File: src/rtl/spi_seq_pkg.sv
package spi_seq_pkg;
  typedef enum logic [1:0] {SQ_IDLE = 2'd0, SQ_NEXT = 2'd1, SQ_SHIFT = 2'd2} seq_state_t;

  localparam int CB_CPHA = 0;
  localparam int CB_CPOL = 1;
  localparam int CB_ALO  = 2;
  localparam int CB_SEL  = 4;
  localparam int CB_MAN  = 6;
  localparam int CB_MLVL = 7;
  localparam int CB_DISC = 8;
  localparam int CB_LSB  = 12;
  localparam int CB_GO   = 31;

  localparam logic [31:0] CTRL_MASK = 32'h8000_11F7;
endpackage

File: src/rtl/spi_byte_shifter.sv
module spi_byte_shifter #(
  parameter int DW = 8
) (
  input  logic          clk,
  input  logic          rst_n,
  input  logic          go,
  input  logic [DW-1:0] din,
  input  logic          cpol,
  input  logic          cpha,
  input  logic          lsb,
  input  logic          miso,
  output logic          sck,
  output logic          mosi,
  output logic          act,
  output logic          done,
  output logic [DW-1:0] dout
);
  localparam int BW = (DW > 1) ? $clog2(DW) : 1;
  localparam logic [BW-1:0] LAST = BW'(DW - 1);

  logic          act_q, half_q, done_q, sck_q, mosi_q;
  logic [BW-1:0] bit_q;
  logic [DW-1:0] sh_q, rx_q;

  function automatic logic head(input logic [DW-1:0] b, input logic lf);
    return lf ? b[0] : b[DW-1];
  endfunction

  function automatic logic [DW-1:0] drop(input logic [DW-1:0] b, input logic lf);
    return lf ? {1'b0, b[DW-1:1]} : {b[DW-2:0], 1'b0};
  endfunction

  function automatic logic [DW-1:0] absorb(input logic [DW-1:0] r, input logic bi, input logic lf);
    return lf ? {bi, r[DW-1:1]} : {r[DW-2:0], bi};
  endfunction

  wire lead_edge  = act_q && !half_q;
  wire trail_edge = act_q && half_q;
  wire samp_now   = cpha ? trail_edge : lead_edge;

  always_ff @(posedge clk or negedge rst_n) begin
    if (!rst_n) begin
      act_q  <= 1'b0;
      half_q <= 1'b0;
      done_q <= 1'b0;
      sck_q  <= 1'b0;
      mosi_q <= 1'b0;
      bit_q  <= '0;
      sh_q   <= '0;
      rx_q   <= '0;
    end else begin
      done_q <= 1'b0;
      if (!act_q) begin
        if (go) begin
          act_q  <= 1'b1;
          half_q <= 1'b0;
          bit_q  <= '0;
          sh_q   <= din;
          sck_q  <= cpol;
          if (!cpha) mosi_q <= head(din, lsb);
        end
      end else if (!half_q) begin
        sck_q  <= ~cpol;
        half_q <= 1'b1;
        if (cpha) mosi_q <= head(sh_q, lsb);
      end else begin
        sck_q  <= cpol;
        half_q <= 1'b0;
        sh_q   <= drop(sh_q, lsb);
        if (!cpha && bit_q != LAST) mosi_q <= head(drop(sh_q, lsb), lsb);
        bit_q  <= bit_q + BW'(1);
        if (bit_q == LAST) begin
          act_q  <= 1'b0;
          done_q <= 1'b1;
        end
      end
      if (samp_now) rx_q <= absorb(rx_q, miso, lsb);
    end
  end

  assign sck  = act_q ? sck_q : cpol;
  assign mosi = mosi_q;
  assign act  = act_q;
  assign done = done_q;
  assign dout = rx_q;

  assert_half_pair_R4: assert property (@(posedge clk) disable iff (!rst_n)
    lead_edge |=> (act_q && half_q));
  assert_byte_end_R2: assert property (@(posedge clk) disable iff (!rst_n)
    done_q |-> !$past(done_q) && !act_q);
endmodule

File: src/rtl/spi_cs_drive.sv
module spi_cs_drive #(
  parameter int NCS = 4,
  localparam int SW = (NCS > 1) ? $clog2(NCS) : 1
) (
  input  logic           clk,
  input  logic           rst_n,
  input  logic [SW-1:0]  sel,
  input  logic           act_low,
  input  logic           man_en,
  input  logic           man_lvl,
  input  logic           engaged,
  output logic [NCS-1:0] cs
);
  for (genvar i = 0; i < NCS; i++) begin : g_line
    always_comb begin
      if (SW'(i) != sel)  cs[i] = act_low;
      else if (man_en)    cs[i] = man_lvl;
      else                cs[i] = engaged ? ~act_low : act_low;
    end
  end

  assert_one_line_R7: assert property (@(posedge clk) disable iff (!rst_n)
    !man_en |-> $onehot0(cs ^ {NCS{act_low}}));
endmodule

File: src/rtl/spi_xfer_seq.sv
module spi_xfer_seq
  import spi_seq_pkg::*;
#(
  parameter int CNT_W = 24,
  parameter int NCS   = 4,
  parameter int DW    = 8
) (
  input  logic           clk,
  input  logic           rst_n,
  input  logic           reg_we,
  input  logic [1:0]     reg_sel,
  input  logic [31:0]    reg_wdata,
  output logic [31:0]    ctrl_rd,
  input  logic           tx_valid,
  input  logic [DW-1:0]  tx_data,
  output logic           tx_pop,
  output logic           rx_push,
  output logic [DW-1:0]  rx_data,
  output logic           xfer_done,
  output logic           sck_o,
  output logic           mosi_o,
  input  logic           miso_i,
  output logic [NCS-1:0] cs_o
);
  localparam int SW = (NCS > 1) ? $clog2(NCS) : 1;

  seq_state_t       st_q;
  logic [31:0]      ctrl_q;
  logic [CNT_W-1:0] burst_q, txcnt_q, left_q, txleft_q;
  logic             done_q;
  logic             eng_act, eng_done;

  wire idle      = (st_q == SQ_IDLE);
  wire wr_ok     = reg_we && idle;
  wire kick      = wr_ok && (reg_sel == 2'd0) && reg_wdata[CB_GO];
  wire need_byte = (st_q == SQ_NEXT) && (left_q != '0);
  wire from_fifo = need_byte && (txleft_q != '0);
  wire starve    = from_fifo && !tx_valid;
  wire go_byte   = need_byte && !starve;
  wire finish    = (st_q == SQ_NEXT) && (left_q == '0);
  wire engaged   = (st_q == SQ_SHIFT) || need_byte;
  wire [DW-1:0] out_byte = from_fifo ? tx_data : '0;

  always_ff @(posedge clk or negedge rst_n) begin
    if (!rst_n) begin
      st_q     <= SQ_IDLE;
      ctrl_q   <= '0;
      burst_q  <= '0;
      txcnt_q  <= '0;
      left_q   <= '0;
      txleft_q <= '0;
      done_q   <= 1'b0;
    end else begin
      done_q <= 1'b0;
      case (st_q)
        SQ_IDLE: begin
          if (wr_ok) begin
            case (reg_sel)
              2'd0: begin
                ctrl_q <= reg_wdata & CTRL_MASK;
                if (kick) begin
                  left_q   <= burst_q;
                  txleft_q <= txcnt_q;
                  st_q     <= SQ_NEXT;
                end
              end
              2'd1:    burst_q <= reg_wdata[CNT_W-1:0];
              2'd2:    txcnt_q <= reg_wdata[CNT_W-1:0];
              default: ;
            endcase
          end
        end
        SQ_NEXT: begin
          if (finish) begin
            done_q        <= 1'b1;
            ctrl_q[CB_GO] <= 1'b0;
            st_q          <= SQ_IDLE;
          end else if (go_byte) begin
            left_q <= left_q - CNT_W'(1);
            if (from_fifo) txleft_q <= txleft_q - CNT_W'(1);
            st_q <= SQ_SHIFT;
          end
        end
        SQ_SHIFT: if (eng_done) st_q <= SQ_NEXT;
        default:  st_q <= SQ_IDLE;
      endcase
    end
  end

  spi_byte_shifter #(.DW(DW)) u_shift (
    .clk  (clk),
    .rst_n(rst_n),
    .go   (go_byte),
    .din  (out_byte),
    .cpol (ctrl_q[CB_CPOL]),
    .cpha (ctrl_q[CB_CPHA]),
    .lsb  (ctrl_q[CB_LSB]),
    .miso (miso_i),
    .sck  (sck_o),
    .mosi (mosi_o),
    .act  (eng_act),
    .done (eng_done),
    .dout (rx_data)
  );

  spi_cs_drive #(.NCS(NCS)) u_cs (
    .clk    (clk),
    .rst_n  (rst_n),
    .sel    (ctrl_q[CB_SEL +: SW]),
    .act_low(ctrl_q[CB_ALO]),
    .man_en (ctrl_q[CB_MAN]),
    .man_lvl(ctrl_q[CB_MLVL]),
    .engaged(engaged),
    .cs     (cs_o)
  );

  assign tx_pop    = from_fifo && tx_valid;
  assign rx_push   = eng_done && !ctrl_q[CB_DISC];
  assign xfer_done = done_q;
  assign ctrl_rd   = ctrl_q;

  assert_done_pulse_R2: assert property (@(posedge clk) disable iff (!rst_n)
    xfer_done |=> !xfer_done);
  assert_pop_once_R3: assert property (@(posedge clk) disable iff (!rst_n)
    tx_pop |=> !tx_pop && eng_act);
  assert_push_at_end_R6: assert property (@(posedge clk) disable iff (!rst_n)
    rx_push |-> (st_q == SQ_SHIFT) && !eng_act);
  assert_stall_hold_R10: assert property (@(posedge clk) disable iff (!rst_n)
    starve |=> $stable(sck_o) && !eng_act);
  assert_busy_locked_R11: assert property (@(posedge clk) disable iff (!rst_n)
    (reg_we && !idle) |=> $stable(burst_q) && $stable(txcnt_q));
endmodule

File: config.mk
export PLATFORM = sky130hd
export DESIGN_NAME = spi_xfer_seq
export DESIGN_NICKNAME = d
export VERILOG_FILES = /design/src/rtl/spi_seq_pkg.sv /design/src/rtl/spi_byte_shifter.sv /design/src/rtl/spi_cs_drive.sv /design/src/rtl/spi_xfer_seq.sv
export SDC_FILE = /design/constraint.sdc
export NUM_CORES = 1
export LEC_CHECK = 0
export ABC_AREA = 1
export BUFFER_PORTS_ARGS = -buffer_cell sky130_fd_sc_hd__buf_2
export CAP_MARGIN = 20
export CORE_MARGIN = 10
export CORE_UTILIZATION = 53
export CTS_CLUSTER_SIZE = 40
export DETAILED_ROUTE_END_ITERATION = 10
export PLACE_DENSITY = 0.77
export SLEW_MARGIN = 20
export SYNTH_ARGS = -nofsm -noshare
export SYNTH_HDL_FRONTEND = slang
export SYNTH_HIERARCHICAL = 1
export SYNTH_SLANG_ARGS = --single-unit
File: constraint.sdc
create_clock -name clk -period 1.8 [get_ports clk]
set_input_delay 0.36 -clock clk [delete_from_list [all_inputs] [get_ports clk]]
set_output_delay 0.36 -clock clk [all_outputs]
set_load 0.02 [all_outputs]
==> results of run 1 <==
## state kept, by name (all words and copies together), names as in the netlist
signal	count
ctrl_rd	10
txleft_q	24
u_shift/sck_q	1
u_shift/dout	8
burst_q	24
u_shift/mosi	1
u_shift/sh_q	8
u_shift/done	1
u_shift/bit_q	3
u_shift/half_q	1
txcnt_q	24
xfer_done	1
left_q	24
u_shift/act	1
st_q	2
## metal layers
layer / part of all wire / vias to the layer above / GRT usage
li1: - / 3844 / -
met5: 0 / - / 0
met1: 0.42 / 3816 / 0.296
met4: 0.021 / 0 / 0.0837
met2: 0.48 / 369 / 0.358
met3: 0.076 / 55 / 0.0403
## power by group through the flow
| stage | clock, mW | combinational (mW) | sequential (mW) |
|---|---|---|---|
| detailed placement | 0 | 10.2 | 5.22 |
| global route | 3.83 | 13.4 | 5.42 |
| finish | 3.66 | 12.1 | 5.27 |
| CTS | 3.67 | 11.0 | 5.22 |
| global placement | 0 | 9.95 | 5.20 |
| floorplan | 0 | 6.35 | 5.42 |
## layout make-up
cell class / instances / area, sq um / share of cell area
flip-flops and latches: 133 / 3330 / 0.326
well taps: 184 / 230 / 0.0226
multi-input cells: 827 / 3970 / 0.389
inverters: 112 / 430 / 0.0422
clock buffers: 19 / 443 / 0.0434
repair inverters: 1 / 6.26 / 0.000613
repair buffers: 198 / 1620 / 0.159
clock inverters: 13 / 174 / 0.0170
## through the flow
step,TNS [ns],hold WS [ns],total power [mW],utilization
after floorplan,-0.0871,0.0644,11.8,-
after global placement,-6.27,0.317,15.2,0.623
after detailed placement,-7.85,0.320,15.5,0.623
after CTS,-11.67,0.175,19.9,0.685
after global routing,-29.17,0.199,22.6,0.707
final,-20.83,0.174,21.1,0.707
## cells in the final DEF (no fill, tap or decap), types with 3 or more instances in the layout
master	Yosys	routed
clkinv_4	0	4
buf_4	24	106
nand4_1	13	13
o21ai_2	0	3
o211ai_1	5	5
nand2_8	0	5
nand2_1	375	367
inv_1	107	100
nand3_1	102	89
nand3_2	2	14
nor2_2	6	16
inv_4	1	3
a21oi_1	30	29
a31oi_1	5	5
dfrtp_1	133	132
nor2_4	2	6
buf_6	3	14
inv_2	4	9
o21ai_0	108	103
clkbuf_16	0	19
nand2_2	4	9
nor2_1	122	108
inv_6	0	3
nand2_4	4	3
o21ai_1	3	5
bufinv_16	0	3
ha_1	6	4
xnor2_1	5	5
buf_2	17	60
conb_1	1	22
buf_12	0	13
## logic make-up (layout without fill, tap and decap cells)
logic type | after synthesis | after routing | synth area share
compound gates | 158 | 158 | 0.109
flops | 133 | 133 | 0.430
other cells | 1 | 22 | 0.000485
buf+inv | 173 | 343 | 0.102
fa+ha+maj | 6 | 6 | 0.00970
xor+xnor | 6 | 6 | 0.00679
simple gates | 634 | 635 | 0.342
## worst register-to-register path, cell delays in order (launching register included)
cell       delay (ns)
dfrtp_1          0.40
inv_2            0.09
ha_4             0.12
inv_2            0.03
nor2_2           0.09
nand2_1          0.08
nor2_2           0.12
nand3_2          0.10
nand2_2          0.09
buf_4            0.12
inv_4            0.05
o21ai_4          0.07
buf_6            0.14
nand2_4          0.13
bufbuf_16        0.32
nand3_1          0.08
nand2_1          0.06
## worst max path at each step
| stage | start | to | slack [ns] | cells past startpoint |
|---|---|---|---|---|
| finish | left_q[0] | cs_o[3] | -0.73 | 15 |
| global route | left_q[0] | cs_o[3] | -0.86 | 15 |
| CTS | left_q[1] | cs_o[2] | -0.61 | 15 |
| detailed placement | left_q[1] | cs_o[2] | -0.21 | 15 |
| global placement | left_q[0] | cs_o[2] | -0.17 | 15 |
| floorplan | left_q[0] | u_shift/sh_q[0] | -0.02 | 17 |
## repair_timing
item                                    CTS  global route
pin swaps                                 3            13
resized for setup                        37            46
endpoints found under the setup margin   66            71
hold endpoints to repair                 40             0
cloned                                    1             5
hold buffers                              1             0
setup buffers                            10             9
==> impl_metrics.ini, run 1 <==
[outcome]
status = finished with violations
failed_checks = setup timing

[final_layout]
nFillCells = 1096
area_growth_pct = 31.9
layout-drive-gt1-share = 0.235
layoutNonFillerInstCount = 1487
design_area_sq_mm = 0.0102
diodes = 0
nets = 1343

[setup_path]
cp_data_required_time_ns = 1.44
cp.arrival_ns = 2.17
r2r-end = left_q[20]
r2r-start = left_q[0]
path_cells = inv_2, ha_4, inv_2, nor2_2, nand2_1, nor2_2, nand3_2, nand2_2, o21ai_2, inv_1, nand2_2, nand3_4, nand3_2, nand2_2, buf_6
slowest_delay_ns = 0.40
critPathMaxFanout = 4
end_kind = output pin
crit_type = register to output pin
path_common_cell = nand2_2
crit_family = simple AND/OR/NAND/NOR gates
r2r_slack_ns = -0.41
critPathSlowestCell = dfrtp_1
worstRegToRegCells = 16
path_buf_inv = 4
start_kind = register

[yosys]
netlist_top_cells_area = dfrtp_1, nand2_1, o21ai_0
async_reset_ff_frac = 1.00
syn_inst = 1111
synth_seq_area_share = 0.430
ys_warn_count = 6
syn_avg_cell_area_sq_um = 6.96
synth_edf_count = 0
yosys-top-cells-count = nand2_1, dfrtp_1, nor2_1, o21ai_0, inv_1
ys_types = 36
synth_ff_type = dfrtp_1
syn-cell-area_sq_mm = 0.00774
yosys_register_bits = 133
yosys.area.top_type_share = 0.430
synthDominantAreaCellType = dfrtp_1
yosysMostFrequentCell = nand2_1

[power_and_ir_drop]
switching_share = 0.454
p_sw_mw = 9.56
combPwrFrac = 0.576
p_leak_nw = 5.45
clkPwrFrac = 0.174
p_seq_frac = 0.250
internal-power_mw = 11.5
ir_drop_mv = 1.35
p_per_area_mw_per_mm2 = 2060

[grt]
grt_first_pass_wirelength_um = 37100
grt_start_max_net_pins = 49
grt_pass1_vias = 7710
overflow = 0
antenna_found_initial = 0
grt_usage = 0.224

[run]
cap_violations = 0

[placed_design]
dpl.hpwl_um = 15100
place_congestion = 0.929
placedCellCount = 1430
port_buffers = 66
placed_cell_area_sq_mm = 0.00898
pre_cts_slack_ns = -0.214

[clock_network]
path_clk_slew_ns = 0.07
cts_root_buffer = clkbuf_16
cts_sinks = 133
ctsHtreeMaxLevel = 4
clockBufferDepth = 2
insertion_delay_ns = 0.43
cts_tree = built
cts_buffers = 17

[timing]
report.final.slew_viol_count = 0
worst_slack_ns = -0.731
finalHoldViolCount = 0
setup-violations-final = 70
max_freq_mhz = 395
min_period_over_period = 1.41
period_needed_ns = 2.53
rsz0062_at_grt = yes
fin_skew_ns = 0.0130

[floorplanning]
die_w_um = 141
num_io_pins = 96
fp.dieH_um = 141
core_sq_mm = 0.0144
rows = 44
dieArea_sq_mm = 0.0198
start_util = 0.536

[detailed_routing]
wl_per_cell_um = 15.9
drtIter0Drc = 887
ant_nets = 0
drt_wl_total_um = 23700
drcViolationCount = 0
detail_route.first_pass.iterations = 6
num_vias = 8084
viasPerCell = 5.44

[min_path]
min_from = reg_wdata[31]
min_to = ctrl_rd[31]
min_path_cells = 3
hold_class = input port to register
No activity file was read; power rests on OpenSTA's default activity.
==> run 2, diff against run 1 <==
MAX_ROUTING_LAYER = met4   (was unset)
==> impl_metrics.ini, run 2 (same netlist as run 1, synthesis figures left out) <==
[min_path]
hold_class = input port to register
min_path_cells = 3
min_to = ctrl_rd[31]
min_from = reg_wdata[31]

[timing]
setup-violations-final = 71
timing.setup.tns_ns = -38.01
fin_skew_ns = 0.00776
rsz0062_at_grt = yes
max_freq_mhz = 388
worst_slew_pin_slew_ns = 0.504
min_period_over_period = 1.43
report.final.slew_viol_count = 0
relSlewSlack = 0.664
finalHoldViolCount = 0
worst_slack_ns = -0.781
period_needed_ns = 2.58

[detailed_routing]
drtIter0Drc = 828
num_vias = 8477
viasPerCell = 5.66
drt_wl_total_um = 26800
detail_route.first_pass.iterations = 7
ant_nets = 0
drcViolationCount = 0
wl_per_cell_um = 17.9

[power_and_ir_drop]
clkPwrFrac = 0.169
power_mw = 23.1
ir_drop_mv = 1.87
internal-power_mw = 12.4
p_seq_frac = 0.231
combPwrFrac = 0.601
switching_share = 0.465
p_sw_mw = 10.7
p_leak_nw = 5.58
p_per_area_mw_per_mm2 = 2160

[floorplanning]
fp.dieH_um = 141
start_util = 0.536
dieArea_sq_mm = 0.0198
rows = 44
core_sq_mm = 0.0144
die_w_um = 141
num_io_pins = 96

[outcome]
failed_checks = setup timing
status = finished with violations

[placed_design]
dpl.hpwl_um = 14900
port_buffers = 66
place_congestion = 0.945
placed_cell_area_sq_mm = 0.00899
pre_cts_slack_ns = -0.192

[setup_path]
crit_type = register to output pin
cp.arrival_ns = 2.22
critPathMaxFanout = 4
end_kind = output pin
worstRegToRegCells = 19
r2r_slack_ns = -0.62
start_kind = register
slowest_delay_ns = 0.40
path_cells = inv_2, ha_4, inv_2, nor2_1, nand2_1, nor2_1, nand3_2, nand2_4, o21ai_4, inv_2, nand2_2, nand3_4, nand3_2, nand2_2, buf_6
critPathSlowestCell = dfrtp_1
r2r-end = left_q[8]
setup.worst_path.start = left_q[0]
path_common_cell = inv_2
cp_data_required_time_ns = 1.44
r2r-start = left_q[0]

[clock_network]
insertion_delay_ns = 0.44
cts_root_buffer = clkbuf_16
cts_tree = built
path_clk_slew_ns = 0.06
ctsHtreeMaxLevel = 4
cts_sinks = 133
clockBufferDepth = 2
cts_buffers = 17

[run]
cap_violations = 0

[grt]
grt_start_max_net_pins = 49
overflow = 0
grt_pass1_vias = 8038
grt_first_pass_wirelength_um = 39400
grt_usage = 0.252
antenna_found_initial = 0

[final_layout]
final_cell_mix = nand2_1, dfrtp_1, buf_4, nor2_1, inv_1
nets = 1355
final_common_cell = nand2_1
nFillCells = 1019
area_growth_pct = 38.0
design_area_sq_mm = 0.0107
diodes = 0
layout-drive-gt1-share = 0.291
-- run 2: changes by cell type in the layout (fill, tap and decap cells not counted), moves of 4 or more --
| cell | previous run | this run |
|---|---|---|
| buf_4 | 106 | 112 |
| nand2_1 | 367 | 313 |
| nand2_2 | 9 | 53 |
| nand2_4 | 3 | 12 |
| nand2_8 | 5 | 10 |
| nand3_1 | 89 | 82 |
| nand3_2 | 14 | 19 |
| nor2_4 | 6 | 10 |
| o21ai_0 | 103 | 96 |
| o21ai_1 | 5 | 11 |
-- run 2: per-stage QoR --
step	std cells	hold WS, ns	util
floorplan	1132	0.0644	-
global placement	1432	0.304	0.623
detailed placement	1432	0.301	0.623
CTS	1490	0.167	0.710
global route	1498	0.174	0.740
finish	1498	0.170	0.740
-- run 2: per-layer routing --
| layer | routed length [um] | vias up | GRT usage |
|---|---|---|---|
| met5 | 0 | - | - |
| met4 | 1210 | 0 | 0.122 |
| met3 | 2280 | 115 | 0.0615 |
| met2 | 12900 | 504 | 0.394 |
| met1 | 10300 | 3972 | 0.301 |
| li1 | - | 3886 | - |
-- run 2: worst max-delay path, delay by kind of cell, from the launching register on --
family                   cells  cell delay [ns]
flip-flops                   1             0.40
adder cells (fa/ha/maj)      1             0.14
AO/OA/AOI/OAI                1             0.07
buffers and inverters        4             0.33
AND/OR/NAND/NOR              9             0.84
-- run 2: final cells by class --
cell class,count,area [sq um],area share
clock buffers,23,478,0.0448
well taps,184,230,0.0216
multi-input cells,831,4330,0.406
inverters,112,438,0.0410
flip-flops and latches,133,3330,0.312
clock inverters,8,171,0.0161
repair buffers,207,1690,0.159
-- run 2: worst max path at each step --
| stage | end | cells after the start | slack [ns] |
|---|---|---|---|
| floorplan | u_shift/sh_q[0] | 17 | -0.02 |
| global placement | cs_o[2] | 12 | -0.15 |
| detailed placement | cs_o[2] | 12 | -0.19 |
| CTS | cs_o[0] | 15 | -0.58 |
| global route | cs_o[0] | 15 | -0.82 |
| finish | cs_o[0] | 15 | -0.78 |
-- run 2: power by group through the flow --
stage | combinational, mW | clock (mW) | sequential (mW)
3_5_place_dp | 10.3 | 0 | 5.22
3_3_place_gp | 9.97 | 0 | 5.20
4_1_cts | 12.0 | 3.89 | 5.24
5_1_grt | 15.0 | 4.03 | 5.47
6_report | 13.9 | 3.89 | 5.33
2_1_floorplan | 6.35 | 0 | 5.42
-- run 2: timing repair --
| item | 4_1_cts | 5_1_grt |
|---|---|---|
| resized for setup | 88 | 111 |
| gates cloned | 8 | 0 |
| hold endpoints to repair | 35 | 0 |
| hold buffers | 1 | 0 |
| pin swaps | 21 | 27 |
| setup buffers | 21 | 15 |
| setup endpoints to repair | 66 | 93 |
